==> config.mk <==
export PLATFORM = sky130hd
export DESIGN_NAME = pattern_tx_gen
export DESIGN_NICKNAME = d
export VERILOG_FILES = /design/src/rtl/patgen_pkg.sv /design/src/rtl/patgen_engine.sv /design/src/rtl/patgen_errinj.sv /design/src/rtl/pattern_tx_gen.sv
export SDC_FILE = /design/constraint.sdc
export NUM_CORES = 1
export LEC_CHECK = 0
export ABC_CLOCK_PERIOD_IN_PS = 29200
export BUFFER_PORTS_ARGS = -buffer_cell sky130_fd_sc_hd__buf_2
export CORE_MARGIN = 5
export CORE_UTILIZATION = 55
export DETAILED_ROUTE_END_ITERATION = 10
export PLACE_DENSITY = 0.73
export RECOVER_POWER = 25
export SYNTH_ARGS = -nofsm -noshare
export SYNTH_HDL_FRONTEND = slang
export SYNTH_SLANG_ARGS = --single-unit
==> constraint.sdc <==
create_clock -name clk -period 29.2 [get_ports clk]
set_input_delay 2.92 -clock clk [delete_from_list [all_inputs] [get_ports clk]]
set_output_delay 2.92 -clock clk [all_outputs]
set_load 0.01 [all_outputs]
==> src/rtl/patgen_pkg.sv <==
package patgen_pkg;

  typedef enum logic {
    PAT_PRBS   = 1'b0,
    PAT_REPEAT = 1'b1
  } pat_mode_e;

  localparam int RATE_W = 3;

  // Reload value of the decade counter: 10^code - 1 (0 for code 0).
  function automatic logic [31:0] decade_limit(input logic [RATE_W-1:0] code);
    logic [31:0] v;
    v = 32'd1;
    for (int i = 1; i < (1 << RATE_W); i++) begin
      if (i <= int'(code)) v = v * 32'd10;
    end
    return v - 32'd1;
  endfunction

endpackage

==> src/rtl/patgen_engine.sv <==
module patgen_engine
  import patgen_pkg::*;
#(
  parameter int W  = 32,
  parameter int LW = $clog2(W)
) (
  input  logic          clk,
  input  logic          rst_n,
  input  logic          load,
  input  logic          bit_en,
  input  pat_mode_e     ld_mode,
  input  logic [LW-1:0] ld_lenm1,
  input  logic [W-1:0]  ld_taps,
  input  logic [W-1:0]  ld_seed,
  output logic          gen_bit,
  output logic [W-1:0]  gen_state
);

  pat_mode_e     mode_q;
  logic [LW-1:0] lenm1_q;
  logic [W-1:0]  taps_q;
  logic [W-1:0]  state_q;

  function automatic logic [W-1:0] len_mask(input logic [LW-1:0] lm1);
    logic [W-1:0] m;
    for (int i = 0; i < W; i++) m[i] = (i <= int'(lm1));
    return m;
  endfunction

  function automatic logic [W-1:0] seed_fix(input pat_mode_e md, input logic [W-1:0] s,
                                            input logic [LW-1:0] lm1);
    logic [W-1:0] m;
    m = len_mask(lm1);
    if (md == PAT_PRBS && (s & m) == '0) return m;
    return s & m;
  endfunction

  function automatic logic [W-1:0] advance(input pat_mode_e md, input logic [W-1:0] s,
                                           input logic [W-1:0] t, input logic [LW-1:0] lm1);
    logic fb;
    logic [W-1:0] m;
    m  = len_mask(lm1);
    fb = (md == PAT_REPEAT) ? s[lm1] : ^(s & t & m);
    return ((s << 1) | {{(W-1){1'b0}}, fb}) & m;
  endfunction

  always_ff @(posedge clk or negedge rst_n) begin
    if (!rst_n) begin
      mode_q  <= PAT_PRBS;
      lenm1_q <= '0;
      taps_q  <= '0;
      state_q <= '0;
    end else if (load) begin
      mode_q  <= ld_mode;
      lenm1_q <= ld_lenm1;
      taps_q  <= ld_taps;
      state_q <= seed_fix(ld_mode, ld_seed, ld_lenm1);
    end else if (bit_en) begin
      state_q <= advance(mode_q, state_q, taps_q, lenm1_q);
    end
  end

  assign gen_bit   = state_q[lenm1_q];
  assign gen_state = state_q;

endmodule

==> src/rtl/patgen_errinj.sv <==
module patgen_errinj
  import patgen_pkg::*;
#(
  parameter int CW = 24
) (
  input  logic              clk,
  input  logic              rst_n,
  input  logic              load,
  input  logic [RATE_W-1:0] ld_rate,
  input  logic              bit_en,
  input  logic              err_single,
  output logic              err_flip,
  output logic              single_pend,
  output logic              single_hit,
  output logic              rate_hit,
  output logic [RATE_W-1:0] rate_code
);

  logic [RATE_W-1:0] rate_q;
  logic [CW-1:0]     cnt_q;
  logic              pend_q;

  assign rate_hit   = bit_en && (rate_q != '0) && (cnt_q == '0);
  assign single_hit = bit_en && pend_q;
  assign err_flip   = rate_hit | single_hit;

  always_ff @(posedge clk or negedge rst_n) begin
    if (!rst_n) begin
      rate_q <= '0;
      cnt_q  <= '0;
    end else if (load) begin
      rate_q <= ld_rate;
      cnt_q  <= CW'(decade_limit(ld_rate));
    end else if (bit_en && rate_q != '0) begin
      cnt_q <= (cnt_q == '0) ? CW'(decade_limit(rate_q)) : cnt_q - 1'b1;
    end
  end

  // One-shot: a held request keeps re-arming; otherwise cleared by the next enabled bit.
  always_ff @(posedge clk or negedge rst_n) begin
    if (!rst_n) pend_q <= 1'b0;
    else        pend_q <= err_single | (pend_q & ~bit_en);
  end

  assign single_pend = pend_q;
  assign rate_code   = rate_q;

endmodule

==> src/rtl/pattern_tx_gen.sv <==
module pattern_tx_gen
  import patgen_pkg::*;
#(
  parameter int W  = 32,
  parameter int CW = 24,
  localparam int LW = $clog2(W)
) (
  input  logic              clk,
  input  logic              rst_n,
  input  logic              cfg_mode,
  input  logic [LW-1:0]     cfg_len,
  input  logic [W-1:0]      cfg_word,
  input  logic [W-1:0]      cfg_taps,
  input  logic [RATE_W-1:0] cfg_rate,
  input  logic              load,
  input  logic              err_single,
  input  logic              tx_dis,
  output logic              tx_data
);

  logic              running;
  logic              bit_en;
  logic              gen_bit;
  logic [W-1:0]      gen_state;
  logic              err_flip;
  logic              single_pend;
  logic              single_hit;
  logic              rate_hit;
  logic [RATE_W-1:0] rate_code;

  assign bit_en = running & ~tx_dis & ~load;

  patgen_engine #(.W(W), .LW(LW)) u_engine (
    .clk      (clk),
    .rst_n    (rst_n),
    .load     (load),
    .bit_en   (bit_en),
    .ld_mode  (pat_mode_e'(cfg_mode)),
    .ld_lenm1 (cfg_len),
    .ld_taps  (cfg_taps),
    .ld_seed  (cfg_word),
    .gen_bit  (gen_bit),
    .gen_state(gen_state)
  );

  patgen_errinj #(.CW(CW)) u_err (
    .clk        (clk),
    .rst_n      (rst_n),
    .load       (load),
    .ld_rate    (cfg_rate),
    .bit_en     (bit_en),
    .err_single (err_single),
    .err_flip   (err_flip),
    .single_pend(single_pend),
    .single_hit (single_hit),
    .rate_hit   (rate_hit),
    .rate_code  (rate_code)
  );

  always_ff @(posedge clk or negedge rst_n) begin
    if (!rst_n) begin
      running <= 1'b0;
      tx_data <= 1'b0;
    end else if (load) begin
      running <= 1'b1;
      tx_data <= 1'b0;
    end else if (bit_en) begin
      tx_data <= gen_bit ^ err_flip;
    end
  end

endmodule

==> results of run 1 <==
## how the worst min path moves through the flow
stage,start,endpoint,slack [ns],cells after the start
2_1_floorplan,running,running,0.45,1
3_3_place_gp,running,running,0.47,1
3_5_place_dp,running,running,0.48,1
4_1_cts,running,running,0.49,1
5_1_grt,running,running,0.51,1
6_report,running,running,0.49,1
## cell families after synthesis
group	Yosys count	synth area share, %
compound gates	604	27.4
simple gates	602	20.1
fa+ha+maj	221	18.8
buf+inv	175	4.86
xor+xnor	102	6.23
flops	100	16.7
mux	70	5.94
## registers in the layout, summed over array words and instances (netlist names)
register	flops
u_engine.mode_q	1
u_err.single_pend	1
u_err.cnt_q	24
u_engine.gen_state	32
tx_data	1
u_err.rate_code	3
u_engine.taps_q	32
u_engine.lenm1_q	5
running	1
## critical path, delay by kind of cell (launching register included)
kind	cells	cell delay [ns]
AO/OA/AOI/OAI	18	4.68
XOR/XNOR	3	0.51
adder cells (fa/ha/maj)	10	3.62
buffers and inverters	2	0.39
flip-flops	1	0.36
AND/OR/NAND/NOR	7	1.69
## placed cells by master, fill, tap and decap left out, types with 39 or more instances in the layout
master,count
o21ai_0,131
nand2_1,146
nor2_1,160
a21oi_1,137
dfrtp_1,100
xnor2_1,65
ha_1,212
inv_1,72
mux2_2,43
buf_2,75
nand3_1,50
nor3_1,39
## where the power goes
part,leakage (nW),internal (mW),total [mW],switching [mW]
registers,1.22,0.155,0.178,0.0233
clock network,0.152,0.0619,0.128,0.0657
logic,5.78,0.260,0.643,0.384
total,7.15,0.477,0.949,0.473
## through the flow
step           power, mW  instance area [sq um]  hold WS (ns)
6_report           0.949                  15800         0.488
5_1_grt             1.03                  15800         0.508
4_1_cts            0.936                  15800         0.491
3_5_place_dp       0.806                  15500         0.478
3_3_place_gp       0.790                  15500         0.467
2_1_floorplan      0.664                  15000         0.453
## layout make-up
cell class	instances	area, sq um	area share [%]
Clock inverter	7	88.8	0.562
Sequential cell	100	2500	15.8
Clock buffer	9	225	1.42
Inverter	77	289	1.83
Multi-Input combinational cell	1599	11800	74.6
Timing Repair Buffer	91	484	3.06
Tap cell	341	427	2.70
## per-layer routing
layer  routed length [um]  track usage [%]
met1                20300             41.4
met2                20400             45.2
met3                 3630             3.59
met4                  754             5.50
met5                    0                0
==> run_results.csv, run 1 <==
group,metric,value,unit
run_status,outcome,"finished, violations left",
run_status,failed_checks,"max-capacitance violations, max-slew violations",
cts,cts_made_buffers,9,
cells_and_area,final_cells,2224,
sta,fmax,0.0875,GHz
yosys,syn_nets,2172,
grt,globalRoute.totalOverflow,0,
route,detailedRoute.firstIterationViolations,1633,
cts,cts.sink_count,100,
setup_path,worstReg2RegEnd,"u_err.cnt_q[23]",
die,core,26900,sq um
cts,clock_tree.buffer_depth,2,
sta,post-route-worst-setup-slack,17.78,ns
cts,clk_root_buffer_cell,"clkbuf_16",
setup_path,critical_path.endpoint_type,"register",
setup_path,worstSetupEndpoint,"u_err.cnt_q[23]",
setup_path,data_arrival_critical_path,11.63,ns
sta,setup-tns-final,0,ns
yosys,netlist_top_cells_area,"ha_1 (18%), dfrtp_1 (17%), a21oi_1 (4.6%)",
setup_path,ff2ff_path_depth,40,
sta,worst_pin_slew,3.96,ns
cts,cts_tree,"built",
setup_path,crit_path_max_incr_delay,1.08,ns
setup_path,timing.reg2reg.setup_slack,17.78,ns
die,floorplan.rows,60,
setup_path,timing.critical_path.slowest_stage_cell,"a2111oi_0",
route,route.detailed.wl_per_inst,20.2,um
setup_path,worstSetupStartpoint,"u_err.rate_code[0]",
yosys,yosysTopAreaCell,"ha_1",
cts,cts_hold_buffers_added,0,
placement,count_of_buffers_inserted_at_the_top_level_ports,78,
route,count_of_nets_left_with_antenna_violations_after_detail_routing,0,
sta,drv_slew,132,
yosys,synth-edff-count,0,
die,floorplan.die_area,30700,sq um
route,drc,0,
route,avgViaCountPerCell,6.65,
yosys,synthDistinctLibCells,99,
cts,post-cts-setup-buffers,0,
die,start_util,55.8,%
yosys,netlist_instances,1874,
cells_and_area,final_nets,2176,
power_and_ir_drop,p_per_area,60.0,nW/um^2
sta,finalCriticalPeriod,11.42,ns
route,detail_route.first_pass.iterations,6,
grt,grt_util_all_layers,28.3,%
min_path,min-delay-path-class,"reg -> reg",
grt,number_of_antenna_violations_at_the_first_check_in_global_routing,0,
sta,slew-limit-headroom,-164,%
route,vias,14800,
power_and_ir_drop,total_leakage_power,7.15,nW
setup_path,cp_common_cell,"ha_1",
setup_path,worstReg2RegStart,"u_err.rate_code[0]",
cells_and_area,fillers,2455,
die,io-pin-count,79,
yosys,netlist_area,15000,sq um
grt,vias_in_the_first_global_route,13800,
yosys,synthesis.yosys.warnings,0,
power_and_ir_drop,vdd.ir_drop.worst,0.0329,mV
sta,rsz0062_at_grt,"no",
cells_and_area,final_core_utilization,58.8,%
cts,post_cts_resized,0,
placement,gp_congestion,0.947,
die,fp.dieH,175,um
yosys,synth-async-reset-ratio,100,%
grt,wire_length_of_the_first_global_routing_pass,72500,um
run,max_cap_viol_count,2,
cts,cts-htree-levels,3,
yosys,synthTopCellsByCount,"ha_1 (212), nor2_1 (160), nand2_1 (146), a21oi_1 (138), o21ai_0 (131)",
yosys,postSynthRegisterBits,100,
placement,placedCellCount,2208,
die,die_width,175,um
yosys,postSynth.topFlopCell,"dfrtp_1",
grt,grt_max_degree,82,
sta,final.setup_skew,0.0214,ns
cells_and_area,flow.area_growth_from_synthesis,5.35,%
setup_path,criticalPathCategory,"reg -> reg",
yosys,synth_most_common_cell,"ha_1",
yosys,synth.avg_cell_area,8.01,sq um
setup_path,timing.critical_path.fanout_max,31,
route,route.final.wire_length,45000,um
yosys,post-synth-top-area-fraction,17.7,%
placement,dpl.hpwl,34800,um
cells_and_area,layout-drive-gt1-share,11.6,%
setup_path,worst-endpoint-required,29.40,ns
placement,dp_worst_setup_slack,17.88,ns
yosys,portion_of_the_post_synthesis_area_used_by_sequential_elements,16.7,%
setup_path,crit_path_start_kind,"register",
cts,clk_transition_reported_paths,0.08,ns
cts,clk-insertion-delay-late,0.37,ns
sta,finalHoldViolCount,0,
sta,setup_viol,0,
sta,fin_crit_sh,39.1,%
cells_and_area,diodes,0,
(Power assumes the default switching activity.)
==> run 2: changes to the inputs <==
- ABC_CLOCK_PERIOD_IN_PS: 29200 -> 9800
- PLACE_DENSITY: 0.73 -> 0.76
- clock period: 29.2 -> 9.8 ns (I/O delays scaled with it)
==> run 2 against run 1 <==
Effect of this change: the flow still finishes with violations (max-capacitance violations, max-slew violations); critical path depth down 4; first-iteration DRC count shrank 11%; via count is 0.56% higher; sequential power rose to 3.0 times the previous value.
==> run_results.csv, run 2 (synthesis gave the netlist of run 1 again) <==
group,metric,value,unit
power_and_ir_drop,power.switching_fraction,49.4,%
cells_and_area,most_common_cell_after_layout_fill_and_taps_aside,"ha_1",
sta,setup_viol,0,
cells_and_area,diodes,0,
grt,grt_util_all_layers,29.0,%
cts,clock_tree.buffer_depth,2,
grt,wire_length_of_the_first_global_routing_pass,74100,um
cts,clk_root_buffer_cell,"clkbuf_16",
sta,setup-tns-final,0,ns
setup_path,timing.critical_path.fanout_max,16,
sta,final.setup_skew,0.0209,ns
cts,cts-htree-levels,3,
placement,placedInstanceArea,15700,sq um
power_and_ir_drop,share_clk_of_total_power,13.0,%
cts,clk_transition_reported_paths,0.09,ns
setup_path,crit_path_max_incr_delay,0.46,ns
route,detailedRoute.firstIterationViolations,1455,
sta,fmax,0.107,GHz
sta,finalCriticalPeriod,9.34,ns
route,count_of_nets_left_with_antenna_violations_after_detail_routing,0,
run_status,failed_checks,"max-capacitance violations, max-slew violations",
die,core,26900,sq um
setup_path,crit_path_start_kind,"register",
placement,count_of_buffers_inserted_at_the_top_level_ports,78,
die,floorplan.rows,60,
route,route.detailed.wl_per_inst,20.4,um
setup_path,criticalPathCategory,"reg -> reg",
power_and_ir_drop,power_report.internal_total,1.49,mW
cells_and_area,final_nets,2197,
route,vias,14900,
route,drc,0,
grt,globalRoute.totalOverflow,0,
sta,slew-limit-headroom,-188,%
cts,cts_made_buffers,9,
cells_and_area,fillers,2457,
die,fp.dieH,175,um
power_and_ir_drop,vdd.ir_drop.worst,0.0947,mV
route,avgViaCountPerCell,6.62,
cells_and_area,layout-drive-gt1-share,14.8,%
setup_path,timing.critical_path.buf_inv,0,
setup_path,critical_path.top_delay_family,"compound AO/OA/AOI/OAI gates",
cells_and_area,flow.area_growth_from_synthesis,8.07,%
cts,cts_tree,"built",
setup_path,timing.critical_path.slowest_stage_cell,"a2111o_1",
setup_path,critical_path.endpoint_type,"register",
power_and_ir_drop,combPwrFrac,68.9,%
power_and_ir_drop,power.sequential.fraction,18.2,%
cts,cts_hold_buffers_added,0,
grt,vias_in_the_first_global_route,14200,
sta,finalHoldViolCount,0,
cts,cts.sink_count,100,
cts,clk-insertion-delay-late,0.37,ns
placement,gp_congestion,0.967,
run,max_cap_viol_count,1,
cells_and_area,final_cell_mix,"ha_1 (207), nor2_1 (159), nand2_1 (145)",
grt,number_of_antenna_violations_at_the_first_check_in_global_routing,0,
placement,dpl.hpwl,35300,um
power_and_ir_drop,total_leakage_power,7.29,nW
route,route.final.wire_length,45900,um
min_path,min-delay-path-class,"reg -> reg",
setup_path,worst-endpoint-required,10.07,ns
sta,drv_slew,81,
die,floorplan.die_area,30700,sq um
cells_and_area,register_area,2500,sq um
setup_path,data_arrival_critical_path,9.61,ns
die,start_util,55.8,%
power_and_ir_drop,power.switching,1.45,mW
die,die_width,175,um
cells_and_area,fin_area,16200,sq um
setup_path,cp_common_cell,"ha_1",
sta,fin_crit_sh,95.3,%
power_and_ir_drop,p_per_area,181,nW/um^2
run_status,outcome,"finished, violations left",
die,io-pin-count,79,
route,detail_route.first_pass.iterations,5,
grt,grt_max_degree,83,
cells_and_area,multi_input_gate_area_in_the_final_layout,12000,sq um
sta,worst_pin_slew,4.32,ns
run 2: cell types whose count changed in the layout (fill, tap and decap cells not counted), moves of 3 or more:
cell / previous run / this run
a21oi_1: 137 / 128
ha_1: 212 / 207
a311oi_1: 12 / 9
xnor2_1: 65 / 61
ha_4: 0 / 4
buf_4: 13 / 34
o21ai_0: 131 / 123
o21ai_1: 6 / 12
a21oi_2: 1 / 10
a311oi_2: 0 / 3
xnor2_2: 0 / 4
run 2: metrics by stage:
step / hold WS [ns] / total power [mW] / cells / setup slack, ns / utilization, %
2_1_floorplan: 0.453 / 1.98 / 1874 / 0.0526 / -
3_3_place_gp: 0.468 / 2.39 / 2226 / 0.276 / 58.2
3_5_place_dp: 0.481 / 2.43 / 2226 / 0.133 / 58.2
4_1_cts: 0.496 / 2.82 / 2242 / 0.0603 / 59.4
5_1_grt: 0.521 / 3.19 / 2245 / -0.0534 / 60.4
6_report: 0.492 / 2.94 / 2245 / 0.464 / 60.4
run 2: worst paths after layout:
path | start | to | slack, ns | cells past startpoint
setup / recovery | u_err.rate_code[2] | u_err.cnt_q[23] | 0.46 | 36
hold reg to reg | running | running | 0.49 | 1
hold / removal | running | running | 0.49 | 1
min in group asynchronous | rst_n | u_err.cnt_q[17] | 0.84 | 1
setup reg to reg | u_err.rate_code[2] | u_err.cnt_q[23] | 0.46 | 36
max in group asynchronous | rst_n | u_engine.gen_state[24] | 4.27 | 2
run 2: per-layer routing:
metal  vias up  global-route usage (%)  share of wire, %
li1       7084                       -                 -
met1      7137                    41.6                45
met2       595                    46.9                46
met3        55                    3.66               7.1
met4         0                    6.06               1.4
met5         -                       0                 0
run 2: repair_timing:
action                                  in CTS  in global routing
endpoints found under the setup margin       0                 10
gates resized for setup                      0                 57
setup buffers                                0                  3
endpoints found under the hold margin        0                  0
run 2: power groups by stage:
stage          Sequential, mW  Clock (mW)  Combinational (mW)
2_1_floorplan           0.502           0                1.48
3_3_place_gp            0.536           0                1.86
3_5_place_dp            0.538           0                1.89
4_1_cts                 0.530       0.382                1.90
5_1_grt                 0.539       0.399                2.25
6_report                0.534       0.381                2.03
run 2: cell type report:
| cell class | count | share of cell area, % |
|---|---|---|
| flip-flops and latches | 100 | 15.4 |
| multi-input cells | 1599 | 74.2 |
| repair buffers | 112 | 3.96 |
| clock buffers | 9 | 1.39 |
| inverters | 77 | 1.80 |
| clock inverters | 7 | 0.563 |
| well taps | 341 | 2.63 |
